--- src/rtl/hbd_pkg.sv ---
package hbd_pkg;
  typedef enum logic {
    ST_FLAG = 1'b0,
    ST_DATA = 1'b1
  } hbd_state_e;
endpackage

--- src/rtl/hbd_ctrl.sv ---
// Block sequencer: reads the hold flag, then counts data bits in the block and blocks in the pattern.
module hbd_ctrl #(
  parameter int BLK_BITS     = 4,
  parameter int BLKS_PER_PAT = 4
) (
  input  logic clk,
  input  logic rst,
  input  logic src_valid,
  input  logic src_bit,
  output logic flag_phase,
  output logic shift_now,
  output logic hold_sel,
  output logic pat_end
);
  import hbd_pkg::*;

  localparam int BW = $clog2(BLK_BITS + 1);
  localparam int PW = $clog2(BLKS_PER_PAT + 1);

  hbd_state_e     state_q;
  logic [BW-1:0]  bit_q;
  logic [PW-1:0]  blk_q;
  logic           flag_q;
  logic           last_bit;
  logic           last_blk;

  assign flag_phase = (state_q == ST_FLAG);
  assign shift_now  = src_valid && (state_q == ST_DATA);
  assign hold_sel   = flag_q;
  assign last_bit   = (bit_q == BW'(BLK_BITS - 1));
  assign last_blk   = (blk_q == PW'(BLKS_PER_PAT - 1));
  assign pat_end    = shift_now && last_bit && last_blk;

  always_ff @(posedge clk) begin
    if (rst) begin
      state_q <= ST_FLAG;
      bit_q   <= '0;
      blk_q   <= '0;
      flag_q  <= 1'b0;
    end else if (src_valid) begin
      case (state_q)
        ST_FLAG: begin
          flag_q  <= src_bit;
          bit_q   <= '0;
          state_q <= ST_DATA;
        end
        default: begin
          if (last_bit) begin
            state_q <= ST_FLAG;
            blk_q   <= last_blk ? '0 : blk_q + PW'(1);
          end else begin
            bit_q <= bit_q + BW'(1);
          end
        end
      endcase
    end
  end
endmodule

--- src/rtl/hbd_datapath.sv ---
// Output stage: chooses the source bit or the held value, and registers the scan outputs.
module hbd_datapath (
  input  logic clk,
  input  logic rst,
  input  logic shift_now,
  input  logic hold_sel,
  input  logic src_bit,
  input  logic pat_end,
  output logic scan_do,
  output logic scan_en,
  output logic hold_q
);
  logic out_bit;

  assign out_bit = hold_sel ? hold_q : src_bit;

  always_ff @(posedge clk) begin
    if (rst) begin
      scan_do <= 1'b0;
      scan_en <= 1'b0;
      hold_q  <= 1'b0;
    end else begin
      scan_en <= shift_now;
      if (shift_now) scan_do <= out_bit;
      if (pat_end)        hold_q <= 1'b0;
      else if (shift_now) hold_q <= out_bit;
    end
  end
endmodule

--- src/rtl/hold_block_decoder.sv ---
module hold_block_decoder #(
  parameter int BLK_BITS = 4,
  parameter int SCAN_LEN = 16
) (
  input  logic clk,
  input  logic rst,
  input  logic src_bit,
  input  logic src_valid,
  output logic scan_do,
  output logic scan_en
);
  localparam int BLKS_PER_PAT = SCAN_LEN / BLK_BITS;

  logic flag_phase;
  logic shift_now;
  logic hold_sel;
  logic pat_end;
  logic hold_q;

  hbd_ctrl #(
    .BLK_BITS     (BLK_BITS),
    .BLKS_PER_PAT (BLKS_PER_PAT)
  ) u_ctrl (
    .clk        (clk),
    .rst        (rst),
    .src_valid  (src_valid),
    .src_bit    (src_bit),
    .flag_phase (flag_phase),
    .shift_now  (shift_now),
    .hold_sel   (hold_sel),
    .pat_end    (pat_end)
  );

  hbd_datapath u_dp (
    .clk       (clk),
    .rst       (rst),
    .shift_now (shift_now),
    .hold_sel  (hold_sel),
    .src_bit   (src_bit),
    .pat_end   (pat_end),
    .scan_do   (scan_do),
    .scan_en   (scan_en),
    .hold_q    (hold_q)
  );
endmodule

--- config.mk ---
export PLATFORM = sky130hd
export DESIGN_NAME = hold_block_decoder
export DESIGN_NICKNAME = d
export VERILOG_FILES = /design/src/rtl/hbd_pkg.sv /design/src/rtl/hbd_ctrl.sv /design/src/rtl/hbd_datapath.sv /design/src/rtl/hold_block_decoder.sv
export SDC_FILE = /design/constraint.sdc
export NUM_CORES = 1
export LEC_CHECK = 0
export BUFFER_PORTS_ARGS = -buffer_cell sky130_fd_sc_hd__buf_2
export CAP_MARGIN = 5
export CORE_AREA = 2 2 39 41
export CTS_CLUSTER_SIZE = 28
export DETAILED_ROUTE_END_ITERATION = 10
export DIE_AREA = 0 0 41 43
export PLACE_DENSITY = 0.66
export RECOVER_POWER = 50
export SKIP_CTS_REPAIR_TIMING = 1
export SLEW_MARGIN = 20
export SYNTH_ARGS = -nofsm -noshare
export SYNTH_HDL_FRONTEND = slang
export SYNTH_SLANG_ARGS = --single-unit
--- constraint.sdc ---
create_clock -name clk -period 2.3 [get_ports clk]
set_input_delay 0.115 -clock clk [delete_from_list [all_inputs] [get_ports clk]]
set_output_delay 0.115 -clock clk [all_outputs]
set_load 0.05 [all_outputs]
* Yosys cells after proc, flatten, opt, wreduce, memory -nomap -nowiden *
Cells that the tools add are included.

cells by class
  reductions and logical operators = 7
  add/sub/neg operators = 2
  muxes and demuxes = 6
  bitwise logic cells = 1
  equality and inequality tests = 3

operators by type and width
  cell                   count
  $mux W3                3
  $add A3 B1 Y3 const B  2
  $eq A3 B2 Y1 const B   2
  $reduce_and A2 Y1      2
  $logic_and A1 B1 Y1    3
  $mux W1                3
  $reduce_and A3 Y1      1
  $ne A2 B2 Y1 const B   1
  $reduce_or A2 Y1       1
  $not A1 Y1             1

storage, ports and cells
  output and inout port bits = 2
  logic and storage cells = 26
  register bits = 11

* Depth between registers and ports, before layout *
Gate-level depths: netlist (run 1).

  depth in word-level cells = 4
  gate-level depth with buffers = 5
  gate-level depth less buffers = 5

* Modules after synthesis *
From an unflattened synthesis (run 1), not the netlist that was laid out.

second synthesis, totals
  cells, all modules = 52
  area, all modules = 520.5 µm²

modules (own cells, without submodules)
  module        area an instance (µm²)  cells an instance  instances  seq. area each (µm²)
  hbd_ctrl      394.1                   42                 1          160.2
  hbd_datapath  126.4                   10                 1          60.1

* Least setup slack after synthesis (run 1) *
OpenSTA, ideal clock, no wires.

  kind = reg-to-reg
  from = register u_ctrl.bit_q[0]
  to = register u_ctrl.blk_q[0]
  path buffers = 0
  slack = 972 ps
  cell stages (with the launch flop) = 6
  setup time = 67 ps
  arrival = 1261 ps
  period minus slack after synthesis = 1328 ps
  path through = dfxtp_1 > ha_1 > ha_1 > nand3_4 > a211o_1 > a21oi_2

between the ends
  longest elaborated chain between the ends = 2

ends and longest elaborated chain
  item                         line            source
  from (decl)                  hbd_ctrl.sv:21  logic [BW-1:0] bit_q;
  from (signal assigned)       hbd_ctrl.sv:52  bit_q <= bit_q + BW'(1);
  $eq A3 B2 Y1                 hbd_ctrl.sv:30  assign last_bit = (bit_q == BW'(BLK_BITS - 1));
  $reduce_and A3 Y1 (no line)  n/a
  to (signal assigned)         hbd_ctrl.sv:50  blk_q <= last_blk ? '0 : blk_q + PW'(1);
  to (decl)                    hbd_ctrl.sv:22  logic [PW-1:0] blk_q;

Every way passes these cells.
A chain may end at the register's enable or synchronous reset.

* Worst setup path after layout (run 1) *
Ends and elaborated chain as after synthesis.

==> results of run 1 <==
-- power breakdown --
part / total (mW) / internal (mW) / leakage [nW] / switching (mW)
Clock: 0.132 / 0.0671 / 0.0150 / 0.0646
Combinational: 0.0304 / 0.0112 / 0.0956 / 0.0192
Sequential: 0.203 / 0.196 / 0.0896 / 0.00676
-- through the flow --
stage               cells  setup WS, ns  util [%]  cell area (um^2)
finish                 76         0.852      40.8               564
global route           76         0.732      40.8               564
CTS                    76         0.839      41.0               567
detailed placement     72         0.866      39.1               541
global placement       72         0.911      39.1               541
floorplan              54         0.972         -               512
-- logic make-up after synthesis --
kind of cell | share of synthesized area, %
compound gates | 16.1
fa+ha+maj | 7.34
buf+inv | 6.11
flops | 43.0
mux | 5.87
simple gates | 21.5
-- registers in the layout, summed over array words and instances (netlist names) --
signal           count
u_ctrl.bit_q         3
u_ctrl.blk_q         3
u_ctrl.hold_sel      1
u_ctrl.state_q       1
u_dp.hold_q          1
u_dp.scan_do         1
u_dp.scan_en         1
-- area by class of cell --
| class | count | share of cell area [%] |
|---|---|---|
| multi-input cells | 36 | 46.1 |
| flip-flops and latches | 11 | 39.0 |
| clock buffers | 4 | 4.66 |
| repair buffers | 5 | 3.99 |
| well taps | 16 | 3.55 |
| inverters | 4 | 2.66 |
-- path summary, 6_finish.rpt --
kind	endpoint	slack (ns)
max reg2reg	u_ctrl.blk_q[0]	0.85
min reg2reg	u_ctrl.blk_q[2]	0.48
max	u_ctrl.blk_q[0]	0.85
min	u_ctrl.hold_sel	0.13
-- critical path: stages (launching register included) --
cell and delay, ns:
dfxtp_1 0.38, ha_1 0.17, ha_1 0.30, nand3_4 0.13, a211o_1 0.31, a21oi_2 0.11
-- layout by cell type (no fill, tap or decap), drive strengths merged --
cell type	Yosys	layout
a211o	1	1
a211oi	1	1
a21oi	4	4
a311oi	1	1
a31oi	1	1
buf	2	3
clkbuf	1	6
dfxtp	11	11
ha	3	3
inv	4	4
mux2i	3	3
nand2	2	2
nand2b	2	2
nand3	2	2
nand4b	2	2
nor2	5	5
nor2b	1	1
nor3	2	2
nor3b	2	2
o21ai	2	2
o32ai	2	2
-- layer usage --
metal / vias up / share of wire [%] / global-route usage, %
met3: 2 / 4.1 / 6.28
met1: 172 / 51 / 15.7
met4: 0 / 2.3 / 10.0
met2: 9 / 43 / 16.9
met5: - / 0 / 0
li1: 207 / - / -
==> flow_summary.yaml, run 1 <==
critical_path:
  critPathCaptureType: "flip-flop"
  path_max_fanout: 7
  critPathLaunchType: "flip-flop"
  reg2reg_from: "u_ctrl.bit_q[0]"
  startpoint: "u_ctrl.bit_q[0]"
  cp.arrival_ns: 1.65
  reg2reg_depth: 5
  crit_type: "reg -> reg"
  worstPathRequired_ns: 2.51
final_layout:
  nFillCells: 148
  diodes: 0
  multi_input_area_um2: 260
  nets: 68
  layout.area.seq_um2: 220
  layout-drive-gt1-share_pct: 13.3
  area_growth_pct: 10.3
job:
  cap_violations: 0
synthesis:
  ys_seq_elements: 11
  ys_async_sr_fraction_pct: 0
  yosys-top-cells-count: "dfxtp_1, nor2_1, inv_1"
  yosys.area.top_type: "dfxtp_1"
  synth.area.top_cells: "dfxtp_1, ha_1, mux2i_1, nor2_1, nand3_4"
  synth_nets: 61
  netlist_area_um2: 512
  ys_warn_count: 0
  synth_edf_count: 0
  synth_cell_types: 24
  synth_top_area_share_pct: 43.0
  yosysSeqAreaShare_pct: 43.0
  synth_most_common_cell: "dfxtp_1"
  avgSynthCellArea_um2: 9.48
  syn_inst: 54
  synth_flop_cell: "dfxtp_1"
timing:
  hold_viol: 0
  max_freq_mhz: 690
  slew_headroom_pct: 61.0
  finalMaxSlewViolations: 0
  setup-tns-final_ns: 0
  finClkSkew_ns: 0.00217
  hold_ws_ns: 0.132
  setup_viol: 0
  tightest_slew_ns: 0.588
  period_needed_ns: 1.45
  period_share_pct: 63.0
  rsz0062_at_grt: "no"
power_and_ir_drop:
  total_power_uw: 365
  leakage_nw: 0.200
  p_per_area_nw_per_um2: 647
  ir_worst_vdd_mv: 0.350
drt:
  vias: 390
  routedWlPerCell_um: 10.8
  totalWireLength_um: 821
  routed_via_density: 5.13
  drtPass1Iterations: 2
  post-route-drc-count: 0
  drt-initial-drc-count: 1
  ant_nets: 0
place:
  port_buffers: 5
  place_hpwl_um: 573
  gp_congestion: 0.709
grt:
  grt.total_usage_pct: 13.0
  grt_max_degree: 14
  grt_pass1_vias: 357
  antenna_found_initial: 0
  overflow: 0
  grt_pass1_wl_um: 1460
die:
  start_util_pct: 37.0
  dieArea_um2: 1760
  die_w_um: 41
  die_y_um: 43
  num_rows: 14
  pin_count: 6
  core_um2: 1380
clock_network:
  clkSinkCount: 11
  tritoncts: "built"
  cts.reportedPaths.clkPinSlew_ns: 0.07
  worstSkewPairLatency_ns: 0.27
  cts-buffers-inserted: 3
  htree_levels: 1
  clock-root-buffer: "clkbuf_4"
  clock_path_buffers: 2
min_path:
  hold_path.class: "in -> reg"
  min_path_cells: 3
  hold_start: "src_bit"
status:
  status: "finished, final reports clean"
(Power assumes the default switching activity.)
==> inputs of run 2 (changes only) <==
--- a/config.mk
+++ b/config.mk
@@ -11,7 +11,7 @@
 export CTS_CLUSTER_SIZE = 28
 export DETAILED_ROUTE_END_ITERATION = 10
 export DIE_AREA = 0 0 41 43
-export PLACE_DENSITY = 0.66
+export PLACE_DENSITY = 0.69
 export RECOVER_POWER = 50
 export SKIP_CTS_REPAIR_TIMING = 1
 export SLEW_MARGIN = 20
==> constraint.sdc (replaced) <==
create_clock -name clk -period 1.2 [get_ports clk]
set_input_delay 0.06 -clock clk [delete_from_list [all_inputs] [get_ports clk]]
set_output_delay 0.06 -clock clk [all_outputs]
set_load 0.05 [all_outputs]
==> run 2 against run 1 <==
Effect of this change:
- global-route usage is 1.8 points lower
- first-iteration DRC count grew to 4.0 times the previous value
- critical path depth stayed put
- fmax is 21% higher
- design area is 12% higher
- power is 92% higher
- clock power is 86% higher
- combinational power is 130% higher
- clock skew is 0.0016 ns lower
- via count is 3.6% higher
- critical path type unchanged
==> flow_summary.yaml, run 2 (synthesis results as in run 1) <==
die:
  num_rows: 14
  die_y_um: 43
  pin_count: 6
  start_util_pct: 37.0
  die_w_um: 41
  dieArea_um2: 1760
  core_um2: 1380
status:
  status: "finished, final reports clean"
critical_path:
  r2r-end: "u_ctrl.blk_q[0]"
  crit_type: "reg -> reg"
  slowest_stage: "dfxtp_2"
  critPathCaptureType: "flip-flop"
  cp_common_cell: "ha_4"
  reg2reg_depth: 5
  reg2reg_slack_ns: 0.003
  reg2reg_from: "u_ctrl.bit_q[0]"
  startpoint: "u_ctrl.bit_q[0]"
  endpoint: "u_ctrl.blk_q[0]"
  slowest_delay_ns: 0.36
  path_max_fanout: 7
  worstPathRequired_ns: 1.40
  crit_chain: "ha_4, ha_4, nand3_4, a211o_1, a21oi_2"
  critPathLaunchType: "flip-flop"
  cp.arrival_ns: 1.40
drt:
  routed_via_density: 5.05
  ant_nets: 0
  drt-initial-drc-count: 4
  post-route-drc-count: 0
  totalWireLength_um: 867
  drtPass1Iterations: 4
  routedWlPerCell_um: 10.8
  vias: 404
power_and_ir_drop:
  p_per_area_nw_per_um2: 1110
  ir_worst_vdd_mv: 0.560
  leakage_nw: 0.230
grt:
  grt_pass1_vias: 339
  overflow: 0
  antenna_found_initial: 0
  grt.total_usage_pct: 11.2
  grt_max_degree: 14
  grt_pass1_wl_um: 1290
clock_network:
  clock_path_buffers: 2
  worstSkewPairLatency_ns: 0.26
  tritoncts: "built"
  cts-buffers-inserted: 3
  cts.reportedPaths.clkPinSlew_ns: 0.07
  htree_levels: 1
  clock-root-buffer: "clkbuf_4"
  clkSinkCount: 11
final_layout:
  layout_commonest_cell: "dfxtp_1"
  reg.largest.list: "u_ctrl.bit_q x3, u_ctrl.blk_q x3"
  layout-drive-gt1-share_pct: 29.7
  final_cell_mix: "dfxtp_1, inv_1, nor2_1"
  diodes: 0
  nets: 72
  area_growth_pct: 23.2
job:
  cap_violations: 0
min_path:
  hold_path.class: "in -> reg"
timing:
  setup-tns-final_ns: 0
  period_needed_ns: 1.20
  rsz0062_at_grt: "yes"
  hold_viol: 0
  setup_viol: 0
  slew_headroom_pct: 82.0
  max_freq_mhz: 836
  tightest_slew_ns: 0.270
  finalMaxSlewViolations: 0
  finClkSkew_ns: 0.000517
  period_share_pct: 99.7
  fin_ws_ns: 0.00332
place:
  place_hpwl_um: 623
  port_buffers: 5
  gp_congestion: 0.651
  pre_cts_ws_ns: -0.0227
## run 2: routing by layer
metal / GRT usage (%) / vias to the layer above / part of all wire, %
met5: 0 / - / 0
li1: - / 215 / -
met4: 10.0 / 0 / 1.6
met2: 14.7 / 9 / 47
met3: 4.71 / 2 / 3.8
met1: 13.2 / 178 / 48
## run 2: worst min path at each step
| stage | start | end | slack, ns | cells past startpoint |
|---|---|---|---|---|
| floorplan | rst | u_ctrl.bit_q[2] | 0.16 | 1 |
| global placement | src_bit | u_ctrl.hold_sel | 0.34 | 3 |
| detailed placement | src_bit | u_ctrl.hold_sel | 0.34 | 3 |
| CTS | src_bit | u_ctrl.hold_sel | 0.06 | 3 |
| global route | src_bit | u_ctrl.hold_sel | 0.07 | 3 |
| finish | src_bit | u_ctrl.hold_sel | 0.07 | 3 |
## run 2: where the power goes
part           switching [mW]  internal, mW
sequential             0.0116         0.377
combinational          0.0410        0.0281
clock                   0.116         0.128
total                   0.169         0.533
## run 2: area by class of cell
class | count | area (um^2)
Fill cell | 135 | 753
Clock buffer | 4 | 26.3
Inverter | 4 | 15.0
Sequential cell | 11 | 223
Multi-Input combinational cell | 36 | 288
Timing Repair Buffer | 9 | 58.8
Tap cell | 16 | 20.0
## run 2: worst max-delay path: cells and delay by family, from the launching register on
kind | cells | cell delay, ns
fa+ha+maj | 2 | 0.31
simple gates | 1 | 0.10
compound gates | 2 | 0.37
flops | 1 | 0.36
## run 2: through the flow
step | hold slack (ns) | util (%) | cells | area [um^2] | power [mW]
6_report | 0.0694 | 45.6 | 80 | 631 | 0.702
5_1_grt | 0.0697 | 45.6 | 80 | 631 | 0.741
2_1_floorplan | 0.164 | - | 54 | 528 | 0.443
3_3_place_gp | 0.338 | 42.4 | 76 | 587 | 0.464
3_5_place_dp | 0.341 | 42.4 | 76 | 587 | 0.464
4_1_cts | 0.0628 | 44.3 | 80 | 613 | 0.714
==> inputs of run 3 (changes only) <==
--- a/config.mk
+++ b/config.mk
@@ -7,11 +7,13 @@
 export LEC_CHECK = 0
 export BUFFER_PORTS_ARGS = -buffer_cell sky130_fd_sc_hd__buf_2
 export CAP_MARGIN = 5
-export CORE_AREA = 2 2 39 41
+export CELL_PAD_IN_SITES_DETAIL_PLACEMENT = 0
+export CELL_PAD_IN_SITES_GLOBAL_PLACEMENT = 1
+export CORE_UTILIZATION = 36
+export CTS_CLUSTER_DIAMETER = 120
 export CTS_CLUSTER_SIZE = 28
 export DETAILED_ROUTE_END_ITERATION = 10
-export DIE_AREA = 0 0 41 43
-export PLACE_DENSITY = 0.69
+export PLACE_DENSITY = 0.79
 export RECOVER_POWER = 50
 export SKIP_CTS_REPAIR_TIMING = 1
 export SLEW_MARGIN = 20
==> run 3 against run 2 <==
Effect of this change:
- the run now ends with negative setup slack left
- register-to-register slack got worse by 0.02 ns
- utilization increased by 3.2 points
- first-iteration DRC count rose to 2.5 times the previous value
- clock power rose by 4%
- clock-buffer cell count did not move
- critical endpoint unchanged
- largest cell class unchanged
- largest power group unchanged
- highest routed layer unchanged
==> flow_summary.yaml, run 3 (synthesis results as in run 1) <==
drt:
  drt-initial-drc-count: 10
  totalWireLength_um: 929
  drtPass1Iterations: 2
  ant_nets: 0
  routedWlPerCell_um: 11.5
  routed_via_density: 5.11
  vias: 414
  post-route-drc-count: 0
grt:
  grt.total_usage_pct: 13.5
  grt_pass1_vias: 337
  grt_pass1_wl_um: 1320
  antenna_found_initial: 0
  overflow: 0
  grt_max_degree: 14
final_layout:
  reg.largest.list: "u_ctrl.bit_q x3, u_ctrl.blk_q x3"
  layout_commonest_cell: "dfxtp_1"
  diodes: 0
  layout-drive-gt1-share_pct: 31.8
  area_growth_pct: 25.7
  nets: 74
  final_util_pct: 48.8
  final_cell_mix: "dfxtp_1, buf_4, nor2_1"
  nFillCells: 128
timing:
  slew_headroom_pct: 81.5
  setup_viol: 1
  hold_viol: 0
  period_share_pct: 102
  period_needed_ns: 1.22
  max_freq_mhz: 821
  fin_ws_ns: -0.0186
  rsz0062_at_grt: "yes"
  finClkSkew_ns: 0.00256
  tightest_slew_ns: 0.278
  setup-tns-final_ns: -0.0186
  finalMaxSlewViolations: 0
clock_network:
  clkSinkCount: 11
  tritoncts: "built"
  clock-root-buffer: "clkbuf_4"
  htree_levels: 1
  worstSkewPairLatency_ns: 0.27
  cts-buffers-inserted: 3
  cts.reportedPaths.clkPinSlew_ns: 0.07
  clock_path_buffers: 2
critical_path:
  critPathLaunchType: "flip-flop"
  worstPathRequired_ns: 1.41
  critPathCaptureType: "flip-flop"
  cp.arrival_ns: 1.43
  path_max_fanout: 5
  crit_type: "reg -> reg"
die:
  die_y_um: 39.7
  dieArea_um2: 1580
  start_util_pct: 38.8
  pin_count: 6
  die_w_um: 39.7
  num_rows: 13
  core_um2: 1320
status:
  status: "finished with violations"
  violations: "negative setup slack"
power_and_ir_drop:
  power_frac_comb_pct: 10.5
  p_per_area_nw_per_um2: 1120
  power_frac_clock_pct: 35.7
  leakage_nw: 0.238
  seqPwrFrac_pct: 53.9
  switchingPower_uw: 180
  ir_worst_vdd_mv: 0.578
  p_sw_share_pct: 25.2
  p_int_uw: 537
place:
  port_buffers: 5
  pre_cts_ws_ns: -0.00704
  gp_congestion: 0.739
  place_hpwl_um: 607
job:
  cap_violations: 0
min_path:
  hold_path.class: "in -> reg"
[run 3: power by group through the flow]
stage / clock network (mW) / logic [mW] / registers [mW]
global route: 0.282 / 0.0831 / 0.388
CTS: 0.270 / 0.0749 / 0.385
floorplan: 0 / 0.0414 / 0.402
global placement: 0 / 0.0745 / 0.394
detailed placement: 0 / 0.0744 / 0.394
finish: 0.256 / 0.0750 / 0.386
[run 3: per-layer routing]
layer,share of wire [%],track usage (%)
met1,53,15.7
met2,43,18.4
met3,2.9,5.11
met4,1.8,12.9
met5,0,0
[run 3: worst paths after layout]
check,start,endpoint,slack [ns],cells past startpoint
worst max-delay path,u_ctrl.bit_q[0],u_ctrl.blk_q[0],-0.02,5
worst min-delay path,src_bit,u_ctrl.hold_sel,0.07,3
worst max register to register,u_ctrl.bit_q[0],u_ctrl.blk_q[0],-0.02,5
worst min register to register,u_ctrl.blk_q[2],u_ctrl.blk_q[2],0.47,2
[run 3: worst max-delay path: stages (launching register included)]
cell and delay, ns:
dfxtp_2 0.36, ha_4 0.15, ha_4 0.16, nand3_4 0.10, a211o_1 0.29, a21oi_2 0.10
[run 3: metrics by stage]
| stage | hold slack (ns) | area (um^2) | std cells | power [mW] |
|---|---|---|---|---|
| after global placement | 0.336 | 593 | 76 | 0.468 |
| after floorplan | 0.164 | 528 | 54 | 0.443 |
| after CTS | 0.0639 | 619 | 80 | 0.730 |
| after detailed placement | 0.350 | 593 | 76 | 0.468 |
| final | 0.0698 | 643 | 81 | 0.717 |
| after global routing | 0.0984 | 643 | 81 | 0.753 |
[run 3: area by class of cell]
class	count	area, um^2	share of cell area (%)
sequential	11	223	34.6
inverter	4	15.0	2.33
timing repair buffer	11	70.1	10.9
clock buffer	4	26.3	4.09
multi-input combinational	36	290	45.1
tap	15	18.8	2.92
